<file path="config.mk">
export PLATFORM = sky130hd
export DESIGN_NAME = exc_entry_seq
export DESIGN_NICKNAME = d
export VERILOG_FILES = /design/src/rtl/exc_entry_pkg.sv /design/src/rtl/exc_entry_ctrl.sv /design/src/rtl/exc_entry_dp.sv /design/src/rtl/exc_entry_seq.sv
export SDC_FILE = /design/constraint.sdc
export NUM_CORES = 1
export LEC_CHECK = 0
export ABC_AREA = 1
export BUFFER_PORTS_ARGS = -buffer_cell sky130_fd_sc_hd__buf_2
export CAP_MARGIN = 15
export CORE_ASPECT_RATIO = 0.6
export CORE_MARGIN = 1.5
export CORE_UTILIZATION = 55
export DETAILED_ROUTE_END_ITERATION = 8
export PLACE_DENSITY = 0.88
export SYNTH_ARGS = -nofsm -noshare
export SYNTH_HDL_FRONTEND = slang
export SYNTH_SLANG_ARGS = --single-unit
export TNS_END_PERCENT = 30
</file>
<file path="constraint.sdc">
create_clock -name clk -period 2.3 [get_ports clk]
set_input_delay 0.69 -clock clk [delete_from_list [all_inputs] [get_ports clk]]
set_output_delay 0.69 -clock clk [all_outputs]
set_load 0.01 [all_outputs]
</file>
<file path="src/rtl/exc_entry_pkg.sv">
package exc_entry_pkg;
  localparam int CODE_W = 6;
  localparam int SUB_W  = 9;

  localparam logic [CODE_W-1:0] EC_IRQ    = 6'd0;
  localparam logic [CODE_W-1:0] EC_FEPG   = 6'd3;
  localparam logic [CODE_W-1:0] EC_FEADR  = 6'd8;
  localparam logic [CODE_W-1:0] EC_SYSC   = 6'd11;
  localparam logic [CODE_W-1:0] EC_FPERR  = 6'd17;
  localparam logic [CODE_W-1:0] EC_DBGBP  = 6'd18;
  localparam logic [CODE_W-1:0] DBG_BP_CODE = 6'hC;

  // strobes from control to datapath
  typedef struct packed {
    logic take;
    logic reject;
    logic toDebug;
    logic dbgBp;
    logic dbgIrq;
    logic toRefill;
    logic isIrq;
    logic wrBadAddr;
    logic wrBadInstr;
  } entryCtlT;
endpackage

</file>
<file path="src/rtl/exc_entry_ctrl.sv">
module exc_entry_ctrl
  import exc_entry_pkg::*;
(
  input  logic              excValid,
  input  logic [CODE_W-1:0] excCode,
  input  logic              refill,
  input  logic              dbgActive,
  output entryCtlT          ctl
);
  logic legal;

  always_comb begin
    legal          = (excCode <= EC_DBGBP);
    ctl            = '0;
    ctl.take       = excValid & legal;
    ctl.reject     = excValid & ~legal;
    ctl.isIrq      = (excCode == EC_IRQ);
    ctl.dbgBp      = (excCode == EC_DBGBP);
    ctl.dbgIrq     = ctl.isIrq & dbgActive;
    ctl.toDebug    = ctl.dbgBp | ctl.dbgIrq;
    ctl.toRefill   = refill & ~ctl.toDebug;
    // instruction-class faults record the PC as bad address
    ctl.wrBadAddr  = (excCode >= EC_SYSC) && (excCode <= EC_FPERR);
    // fetch-side faults and interrupts have no instruction to capture
    ctl.wrBadInstr = legal && !(ctl.isIrq || excCode == EC_FEPG || excCode == EC_FEADR);
  end
endmodule

</file>
<file path="src/rtl/exc_entry_dp.sv">
module exc_entry_dp
  import exc_entry_pkg::*;
#(
  parameter int XLEN       = 32,
  parameter int IRQ_W      = 5,
  parameter int VS_W       = 3,
  parameter int IRQ_BASE   = 64,
  parameter int DBG_OFFSET = 'h480
) (
  input  logic              clk,
  input  logic              rstN,
  input  entryCtlT          ctl,
  input  logic [CODE_W-1:0] excCode,
  input  logic [SUB_W-1:0]  excSub,
  input  logic [IRQ_W-1:0]  irqLine,
  input  logic [XLEN-1:0]   curPc,
  input  logic [31:0]       instWord,
  input  logic [1:0]        curPlv,
  input  logic              curIe,
  input  logic              curDa,
  input  logic              curPg,
  input  logic [VS_W-1:0]   vecSize,
  input  logic [XLEN-1:0]   excBase,
  input  logic [XLEN-1:0]   refillBase,
  output logic              commit,
  output logic              badCode,
  output logic [XLEN-1:0]   newPc,
  output logic [1:0]        nxtPlv,
  output logic              nxtIe,
  output logic              nxtDa,
  output logic              nxtPg,
  output logic [1:0]        savedPlv,
  output logic              savedIe,
  output logic [1:0]        rfSavedPlv,
  output logic              rfSavedIe,
  output logic [CODE_W-1:0] statCode,
  output logic [SUB_W-1:0]  statSub,
  output logic [XLEN-1:0]   retAddr,
  output logic [XLEN-1:0]   rfRetAddr,
  output logic [XLEN-1:0]   badAddr,
  output logic [31:0]       badInstr,
  output logic [XLEN-1:0]   dbgRetAddr,
  output logic              dbgState,
  output logic              dbgCauseBp,
  output logic              dbgCauseInt,
  output logic [CODE_W-1:0] dbgCodeOut
);
  localparam int SH_W = VS_W + 2;

  logic [XLEN-1:0] vecIdx;
  logic [XLEN-1:0] vecOff;
  logic [SH_W-1:0] shAmt;
  logic [XLEN-1:0] target;

  always_comb begin
    vecIdx = ctl.isIrq ? (XLEN'(IRQ_BASE) + XLEN'(irqLine)) : XLEN'(excCode);
    shAmt  = SH_W'(vecSize) + SH_W'(2);
    vecOff = (vecSize != '0) ? (vecIdx << shAmt) : '0;
    if (ctl.toDebug)
      target = excBase + XLEN'(DBG_OFFSET);
    else if (ctl.toRefill && !ctl.isIrq)
      target = refillBase;
    else
      target = excBase + vecOff;
  end

  always_ff @(posedge clk or negedge rstN) begin
    if (!rstN) begin
      commit      <= 1'b0;
      badCode     <= 1'b0;
      newPc       <= '0;
      nxtPlv      <= '0;
      nxtIe       <= 1'b0;
      nxtDa       <= 1'b1;
      nxtPg       <= 1'b0;
      savedPlv    <= '0;
      savedIe     <= 1'b0;
      rfSavedPlv  <= '0;
      rfSavedIe   <= 1'b0;
      statCode    <= '0;
      statSub     <= '0;
      retAddr     <= '0;
      rfRetAddr   <= '0;
      badAddr     <= '0;
      badInstr    <= '0;
      dbgRetAddr  <= '0;
      dbgState    <= 1'b0;
      dbgCauseBp  <= 1'b0;
      dbgCauseInt <= 1'b0;
      dbgCodeOut  <= '0;
    end else begin
      commit  <= ctl.take;
      badCode <= ctl.reject;
      if (ctl.take) begin
        newPc  <= target;
        nxtPlv <= '0;
        nxtIe  <= 1'b0;
        nxtDa  <= ctl.toRefill ? 1'b1 : curDa;
        nxtPg  <= ctl.toRefill ? 1'b0 : curPg;
        if (ctl.toDebug) begin
          dbgRetAddr <= curPc;
          dbgState   <= 1'b1;
          if (ctl.dbgBp) begin
            dbgCauseBp <= 1'b1;
            dbgCodeOut <= DBG_BP_CODE;
          end
          if (ctl.dbgIrq) dbgCauseInt <= 1'b1;
        end else if (ctl.toRefill) begin
          rfSavedPlv <= curPlv;
          rfSavedIe  <= curIe;
          rfRetAddr  <= curPc >> 2;
        end else begin
          savedPlv <= curPlv;
          savedIe  <= curIe;
          statCode <= excCode;
          statSub  <= excSub;
          retAddr  <= curPc;
        end
        if (ctl.wrBadAddr)  badAddr  <= curPc;
        if (ctl.wrBadInstr) badInstr <= instWord;
      end
    end
  end
endmodule

</file>
<file path="src/rtl/exc_entry_seq.sv">
module exc_entry_seq
  import exc_entry_pkg::*;
#(
  parameter int XLEN       = 32,
  parameter int IRQ_W      = 5,
  parameter int VS_W       = 3,
  parameter int IRQ_BASE   = 64,
  parameter int DBG_OFFSET = 'h480
) (
  input  logic              clk,
  input  logic              rstN,
  input  logic              excValid,
  input  logic [CODE_W-1:0] excCode,
  input  logic [SUB_W-1:0]  excSub,
  input  logic [IRQ_W-1:0]  irqLine,
  input  logic [XLEN-1:0]   curPc,
  input  logic [31:0]       instWord,
  input  logic              refill,
  input  logic [1:0]        curPlv,
  input  logic              curIe,
  input  logic              curDa,
  input  logic              curPg,
  input  logic              dbgActive,
  input  logic [VS_W-1:0]   vecSize,
  input  logic [XLEN-1:0]   excBase,
  input  logic [XLEN-1:0]   refillBase,
  output logic              commit,
  output logic              badCode,
  output logic [XLEN-1:0]   newPc,
  output logic [1:0]        nxtPlv,
  output logic              nxtIe,
  output logic              nxtDa,
  output logic              nxtPg,
  output logic [1:0]        savedPlv,
  output logic              savedIe,
  output logic [1:0]        rfSavedPlv,
  output logic              rfSavedIe,
  output logic [CODE_W-1:0] statCode,
  output logic [SUB_W-1:0]  statSub,
  output logic [XLEN-1:0]   retAddr,
  output logic [XLEN-1:0]   rfRetAddr,
  output logic [XLEN-1:0]   badAddr,
  output logic [31:0]       badInstr,
  output logic [XLEN-1:0]   dbgRetAddr,
  output logic              dbgState,
  output logic              dbgCauseBp,
  output logic              dbgCauseInt,
  output logic [CODE_W-1:0] dbgCodeOut
);
  entryCtlT ctl;

  exc_entry_ctrl u_ctrl (
    .excValid (excValid),
    .excCode  (excCode),
    .refill   (refill),
    .dbgActive(dbgActive),
    .ctl      (ctl)
  );

  exc_entry_dp #(
    .XLEN(XLEN), .IRQ_W(IRQ_W), .VS_W(VS_W),
    .IRQ_BASE(IRQ_BASE), .DBG_OFFSET(DBG_OFFSET)
  ) u_dp (
    .clk(clk), .rstN(rstN), .ctl(ctl),
    .excCode(excCode), .excSub(excSub), .irqLine(irqLine),
    .curPc(curPc), .instWord(instWord),
    .curPlv(curPlv), .curIe(curIe), .curDa(curDa), .curPg(curPg),
    .vecSize(vecSize), .excBase(excBase), .refillBase(refillBase),
    .commit(commit), .badCode(badCode), .newPc(newPc),
    .nxtPlv(nxtPlv), .nxtIe(nxtIe), .nxtDa(nxtDa), .nxtPg(nxtPg),
    .savedPlv(savedPlv), .savedIe(savedIe),
    .rfSavedPlv(rfSavedPlv), .rfSavedIe(rfSavedIe),
    .statCode(statCode), .statSub(statSub),
    .retAddr(retAddr), .rfRetAddr(rfRetAddr),
    .badAddr(badAddr), .badInstr(badInstr), .dbgRetAddr(dbgRetAddr),
    .dbgState(dbgState), .dbgCauseBp(dbgCauseBp), .dbgCauseInt(dbgCauseInt),
    .dbgCodeOut(dbgCodeOut)
  );
endmodule

</file>
# After elaboration in Yosys (flattened, before gate mapping)
# Cells that the tools add are included.
# totals
register_bits,219
output_inout_bits,229
elab_cells,61
# classes
n_addsub,4
magnitude_cmp,3
n_eq_ne,3
shift,1
n_mux,6
n_bitwise,8
n_reduce_logical,16
# op_table
op,n
32-bit 2-to-1 mux,4
32-bit by 11-bit adder with 32-bit output (second input constant),1
32-bit adder,1
32-bit by 5-bit << shifter with 32-bit output,1
6-bit by 5-bit <= comparator with 1-bit output (second input constant),2
3-bit AND reduction,4
7-bit by 5-bit adder with 8-bit output (first input constant),1
6-bit by 2-bit == test with 1-bit output (second input constant),1
6-bit by 4-bit == test with 1-bit output (second input constant),1
6-bit by 5-bit == test with 1-bit output (second input constant),1
6-bit by 4-bit >= comparator with 1-bit output (second input constant),1
6-bit zero test,1
2-bit AND reduction,3
3-bit by 2-bit adder with 4-bit output (second input constant),1
1-bit AND,4
1-bit logical AND,3
1-bit inverter,3
3-bit nonzero test,1
1-bit zero test,2
1-bit logical OR,2
1-bit 2-to-1 mux,2
1-bit bitwise OR,1

# Depth between registers and ports, before layout
# depth
ltp_word,8
mapped_depth,26
ltp_nobuf,26

# Modules after synthesis
# A second synthesis with hierarchy kept.
# unflattened
cells_unflattened,1531
hier_area_um2,11875.1
# modules_own_cells
module,instances,cells_each,area_per_inst_um2,seq_area_each_um2
exc_entry_dp,1,1494,11690.0,5456.5
exc_entry_ctrl,1,37,185.2,0.0

# Worst setup path after synthesis
# Ideal clock, no wire load.
# synth_timing
path_kind,in2reg
start,in vecSize[1]
end,reg u_dp.newPc[17]
arrival_time_ns,2.927
required_ns,2.174
path_slack_ns,-0.753
cell_stages,17
path_buffers,1
cell_sequence,ha_1 > inv_1 > clkbuf_1 > nand2_1 > o21ai_0 > nor2_1 > ha_1 > nand2_1 > nor2_1 > nand3_1 > nand3_1 > nand2_1 > nand2_1 > xnor2_1 > nand2_1 > nand2_1 > nand3_1
# synth_via
elab_chain_len,6
elab_cells_between_ends,7
cone_classes,add/sub: 2; shift: 1; mux: 3; reduce/logical: 1
# synth_rtl
element,line_no,rtl
from (decl),exc_entry_seq.sv:24,"input logic [VS_W-1:0] vecSize,"
3-bit by 2-bit adder with 4-bit output,exc_entry_dp.sv:57,shAmt = SH_W'(vecSize) + SH_W'(2);
32-bit by 5-bit << shifter with 32-bit output,exc_entry_dp.sv:58,vecOff = (vecSize != '0) ? (vecIdx << shAmt) : '0;
32-bit 2-to-1 mux (*),exc_entry_dp.sv:58,
32-bit adder (*),exc_entry_dp.sv:64,target = excBase + vecOff;
32-bit 2-to-1 mux (*),exc_entry_dp.sv:61,else if (ctl.toRefill && !ctl.isIrq)
32-bit 2-to-1 mux (*),exc_entry_dp.sv:59,if (ctl.toDebug)
to (signal assigned),exc_entry_dp.sv:95,newPc <= target;
to (decl),exc_entry_dp.sv:27,"output logic [XLEN-1:0] newPc,"
# Mark *: on every way between the ends. The rest lies on a longest branch, timed or not.
# A chain may end at the register's enable or synchronous reset.

# Worst setup path in the final report
# layout_timing
start,in excCode[5]
end,reg u_dp.newPc[22]
# layout_via
elab_chain_len,8
elab_cells_between_ends,16
cone_classes,add/sub: 1; order compare: 1; eq/ne: 1; shift: 1; mux: 4; bitwise: 5; reduce/logical: 3
# layout_rtl
element,line_no,rtl
from (decl),exc_entry_seq.sv:13,"input logic [CODE_W-1:0] excCode,"
branches (longest 8 deep; another with 32-bit adder),n/a,
# Parallel ways; which one is timed is not known.

==> results.yml <==
outcome:
  status: "finished, violations left"
  failed_checks: "negative setup slack"
cts:
  cts.path.max_buffers: 3
  path_clk_slew_ps: 70
  clk_latency_ps: 500
  hold_buffers: 0
  cts.sink_count: 218
  cts_root_buf: "clkbuf_16"
  cts_inserted_buffers: 22
  cts_tree: "done"
  cts_max_level: 1
die:
  rows: 41
  design.core.area_um2: 21000
  design.portCount: 390
  initial_core_util_pct: 56.2
  fp.dieH_um: 117
  die_area_um2: 22400
  die_x_um: 192
route:
  viasPerCell: 5.56
  drtIter0Drc: 1567
  wire_per_inst_um: 19.0
  drtPass1Iterations: 6
  vias: 13200
  totalWireLength_um: 44900
  drc: 0
  ant_nets: 0
worst_setup_path:
  reg2reg_slack_ps: 1530
  reg2reg_depth: 1
  cp-end-kind: "register"
  start_kind: "input port"
  worst_r2r_endpoint: "u_dp.dbgState$_DFFE_PN0P_"
  crit_required_ps: 2730
  arrival_ps: 3520
  cp_max_fo: 5
  r2r_start: "u_dp.dbgState$_DFFE_PN0P_"
  crit_type: "input port to register"
power:
  leakage_nw: 9.15
  powerDensity_nw_per_um2: 751
  peakVddDrop_mv: 0.628
  p_sw_mw: 4.39
  seqPwrFrac_pct: 40.2
  pwr-share-comb_pct: 31.6
  swShare_pct: 35.0
  clkPwrFrac_pct: 28.2
  internal_power_mw: 8.17
global_route:
  grt.total_usage_pct: 37.9
  grt_pass1_wl_um: 65500
  antenna_found_initial: 2
  grt_max_degree: 65
  overflow: 0
  grt_pass1_vias: 12100
logic_synthesis:
  synth.most_common_cell: "nand2_1"
  ys_top_cells_by_area: "dfrtp_1 46%, nand2_1 15%, inv_1 6.1%"
  yosysWarningCount: 0
  seq_area_frac_synth_pct: 46.1
  synth_top_area_share_pct: 45.9
  synth_area_per_cell_um2: 7.55
  postSynthCellCount: 1566
  yosysTopAreaCell: "dfrtp_1"
  synth.top_cells.by_count: "468 x nand2_1, 217 x dfrtp_1, 193 x inv_1, 164 x nor2_1, 132 x o21ai_0"
  ys_async_sr_fraction_pct: 100
  synth_seq_cells: 218
  yosysUniqueCellTypes: 40
  syn-cell-area_um2: 11800
  synth_ff_type: "dfrtp_1"
  synth_edf_count: 0
sta:
  worst_clock_skew_ps: 0
  setup_violations: 30
  hold_viol: 0
  fin_crit_sh_pct: 135
  fin_ws_ps: -794
  holdWs_ps: 78.3
  finalCriticalPeriod_ps: 3090
  slew_violations: 0
  fmax_mhz: 323
  rsz0062_at_grt: "yes"
cells_and_area:
  drive_above_1_share_pct: 39.0
  area_growth_pct: 41.4
  nNetsFinal: 2254
  fin_cells: 2366
  fill_cells: 1430
  utilization_pct: 79.5
place:
  placement.io_buffers: 380
  dp_cells: 2308
  place_ws_ps: -1480
  gp_congestion: 1.02
  dp_hpwl_um: 33100
run:
  maxCapViolations: 0
min_path:
  min_path_type: "input port to async pin"
power by group through the flow:
stage	Sequential [mW]	Combinational (mW)	Clock, mW
2_1_floorplan	5.41	1.38	0
3_3_place_gp	5.03	3.41	0
3_5_place_dp	5.07	3.53	0
4_1_cts	5.03	3.73	3.57
5_1_grt	5.12	4.29	3.73
6_report	5.05	3.97	3.54
logic make-up (layout without fill, tap and decap cells):
family | count (synthesis) | in the layout | synth area share, %
AO/OA/AOI/OAI | 277 | 277 | 13.2
XOR/XNOR | 28 | 28 | 2.07
adder cells (fa/ha/maj) | 25 | 25 | 2.71
buffers and inverters | 264 | 774 | 9.91
flip-flops | 218 | 218 | 46.1
multiplexers | 1 | 1 | 0.0847
other | 1 | 12 | 0.0317
AND/OR/NAND/NOR | 752 | 752 | 25.8
through the flow:
step | setup TNS (ps) | instance area (µm²) | power (mW)
6_report | -19850 | 16700 | 12.6
5_1_grt | -24770 | 16700 | 13.1
4_1_cts | -14470 | 16200 | 12.3
3_5_place_dp | -69450 | 15000 | 8.60
3_3_place_gp | -57200 | 15000 | 8.45
2_1_floorplan | -14830 | 11900 | 6.79
critical path, stage by stage:
cell and delay (ps):
buf_8 100, nor2_4 180, nand2_4 80, nor2_4 210, nand2_2 100, nand2_2 90, nand2_2 60, o21ai_2 80
nand2_1 100, o211ai_1 120, nand2_2 140, o21ai_2 220, ha_4 200, nand2_4 60, inv_2 70, nand2_2 60
nor3_1 200, nand2_1 140, nand2_4 120, nand2_2 90, nand2_1 70, nand2_1 40, nand3_1 90, nand2_1 60
a21oi_1 130
cell type report:
cell class	instances	area [µm²]	share of cell area (%)
antenna	3	7.51	0.0449
clock buffer	30	632	3.78
clock inverter	10	71.3	0.427
inverter	196	738	4.42
multi-input combinational	1092	6140	36.7
sequential	218	5460	32.6
tap	279	349	2.09
timing repair buffer	538	3320	19.9
worst max-delay path by stage:
stage | cells after the start | to | start | slack [ps]
floorplan | 24 | u_dp.newPc[17]$_DFFE_PN0P_ | excCode[5] | -590
global placement | 25 | u_dp.newPc[25]$_DFFE_PN0P_ | excCode[5] | -1470
detailed placement | 24 | u_dp.newPc[25]$_DFFE_PN0P_ | excCode[5] | -1480
CTS | 27 | u_dp.newPc[20]$_DFFE_PN0P_ | excCode[4] | -590
global route | 25 | u_dp.newPc[22]$_DFFE_PN0P_ | excCode[5] | -990
finish | 25 | u_dp.newPc[22]$_DFFE_PN0P_ | excCode[5] | -790
state kept, by name, summed over array words and instances, names as in the netlist, 6 cells and up:
register,flops
u_dp.statCode,6
u_dp.dbgRetAddr,32
u_dp.retAddr,32
u_dp.badInstr,32
u_dp.newPc,32
u_dp.rfRetAddr,30
u_dp.badAddr,32
u_dp.statSub,9
what timing repair did:
item                       CTS  global route
setup buffers               13             2
pin swaps                   55            48
setup endpoints to repair   31            31
gates resized for setup    112           107
placed cells by master, fill, tap and decap left out, types with 4 or more instances in the layout:
| cell type | Yosys | final |
|---|---|---|
| o211ai_1 | 8 | 8 |
| a21oi_4 | 0 | 6 |
| nand2_4 | 1 | 17 |
| a21oi_1 | 73 | 55 |
| dfrtp_1 | 217 | 217 |
| a21oi_2 | 1 | 13 |
| nor2_4 | 4 | 12 |
| clkbuf_16 | 0 | 23 |
| nor3_1 | 13 | 10 |
| nand3_4 | 0 | 4 |
| clkinv_2 | 0 | 4 |
| xnor2_2 | 0 | 5 |
| nand2_1 | 468 | 397 |
| o21bai_1 | 5 | 4 |
| nand3_2 | 1 | 9 |
| buf_12 | 0 | 15 |
| a22oi_1 | 5 | 5 |
| clkbuf_1 | 17 | 4 |
| nor2_1 | 164 | 136 |
| nand2_2 | 5 | 60 |
| buf_6 | 12 | 6 |
| nor2_2 | 1 | 21 |
| o21ai_2 | 32 | 44 |
| buf_2 | 23 | 377 |
| o21ai_0 | 132 | 114 |
| ha_4 | 0 | 14 |
| nand3_1 | 79 | 67 |
| inv_1 | 193 | 178 |
| buf_4 | 16 | 138 |
| inv_2 | 2 | 17 |
| nand4_1 | 12 | 12 |
| ha_1 | 24 | 7 |
| xor2_1 | 12 | 12 |
| xnor2_1 | 16 | 11 |
| conb_1 | 1 | 9 |
| o21ai_1 | 17 | 20 |
metal layers:
metal	wire, µm	up-vias	global-route usage, %	share of wire (%)
met3	4750	135	7.63	11
met4	1580	0	12.1	3.5
met1	18300	6208	53.2	41
met2	20200	878	59.2	45
li1	-	5943	-	-
met5	0	-	0	0
No activity file was read; power rests on OpenSTA's default activity.
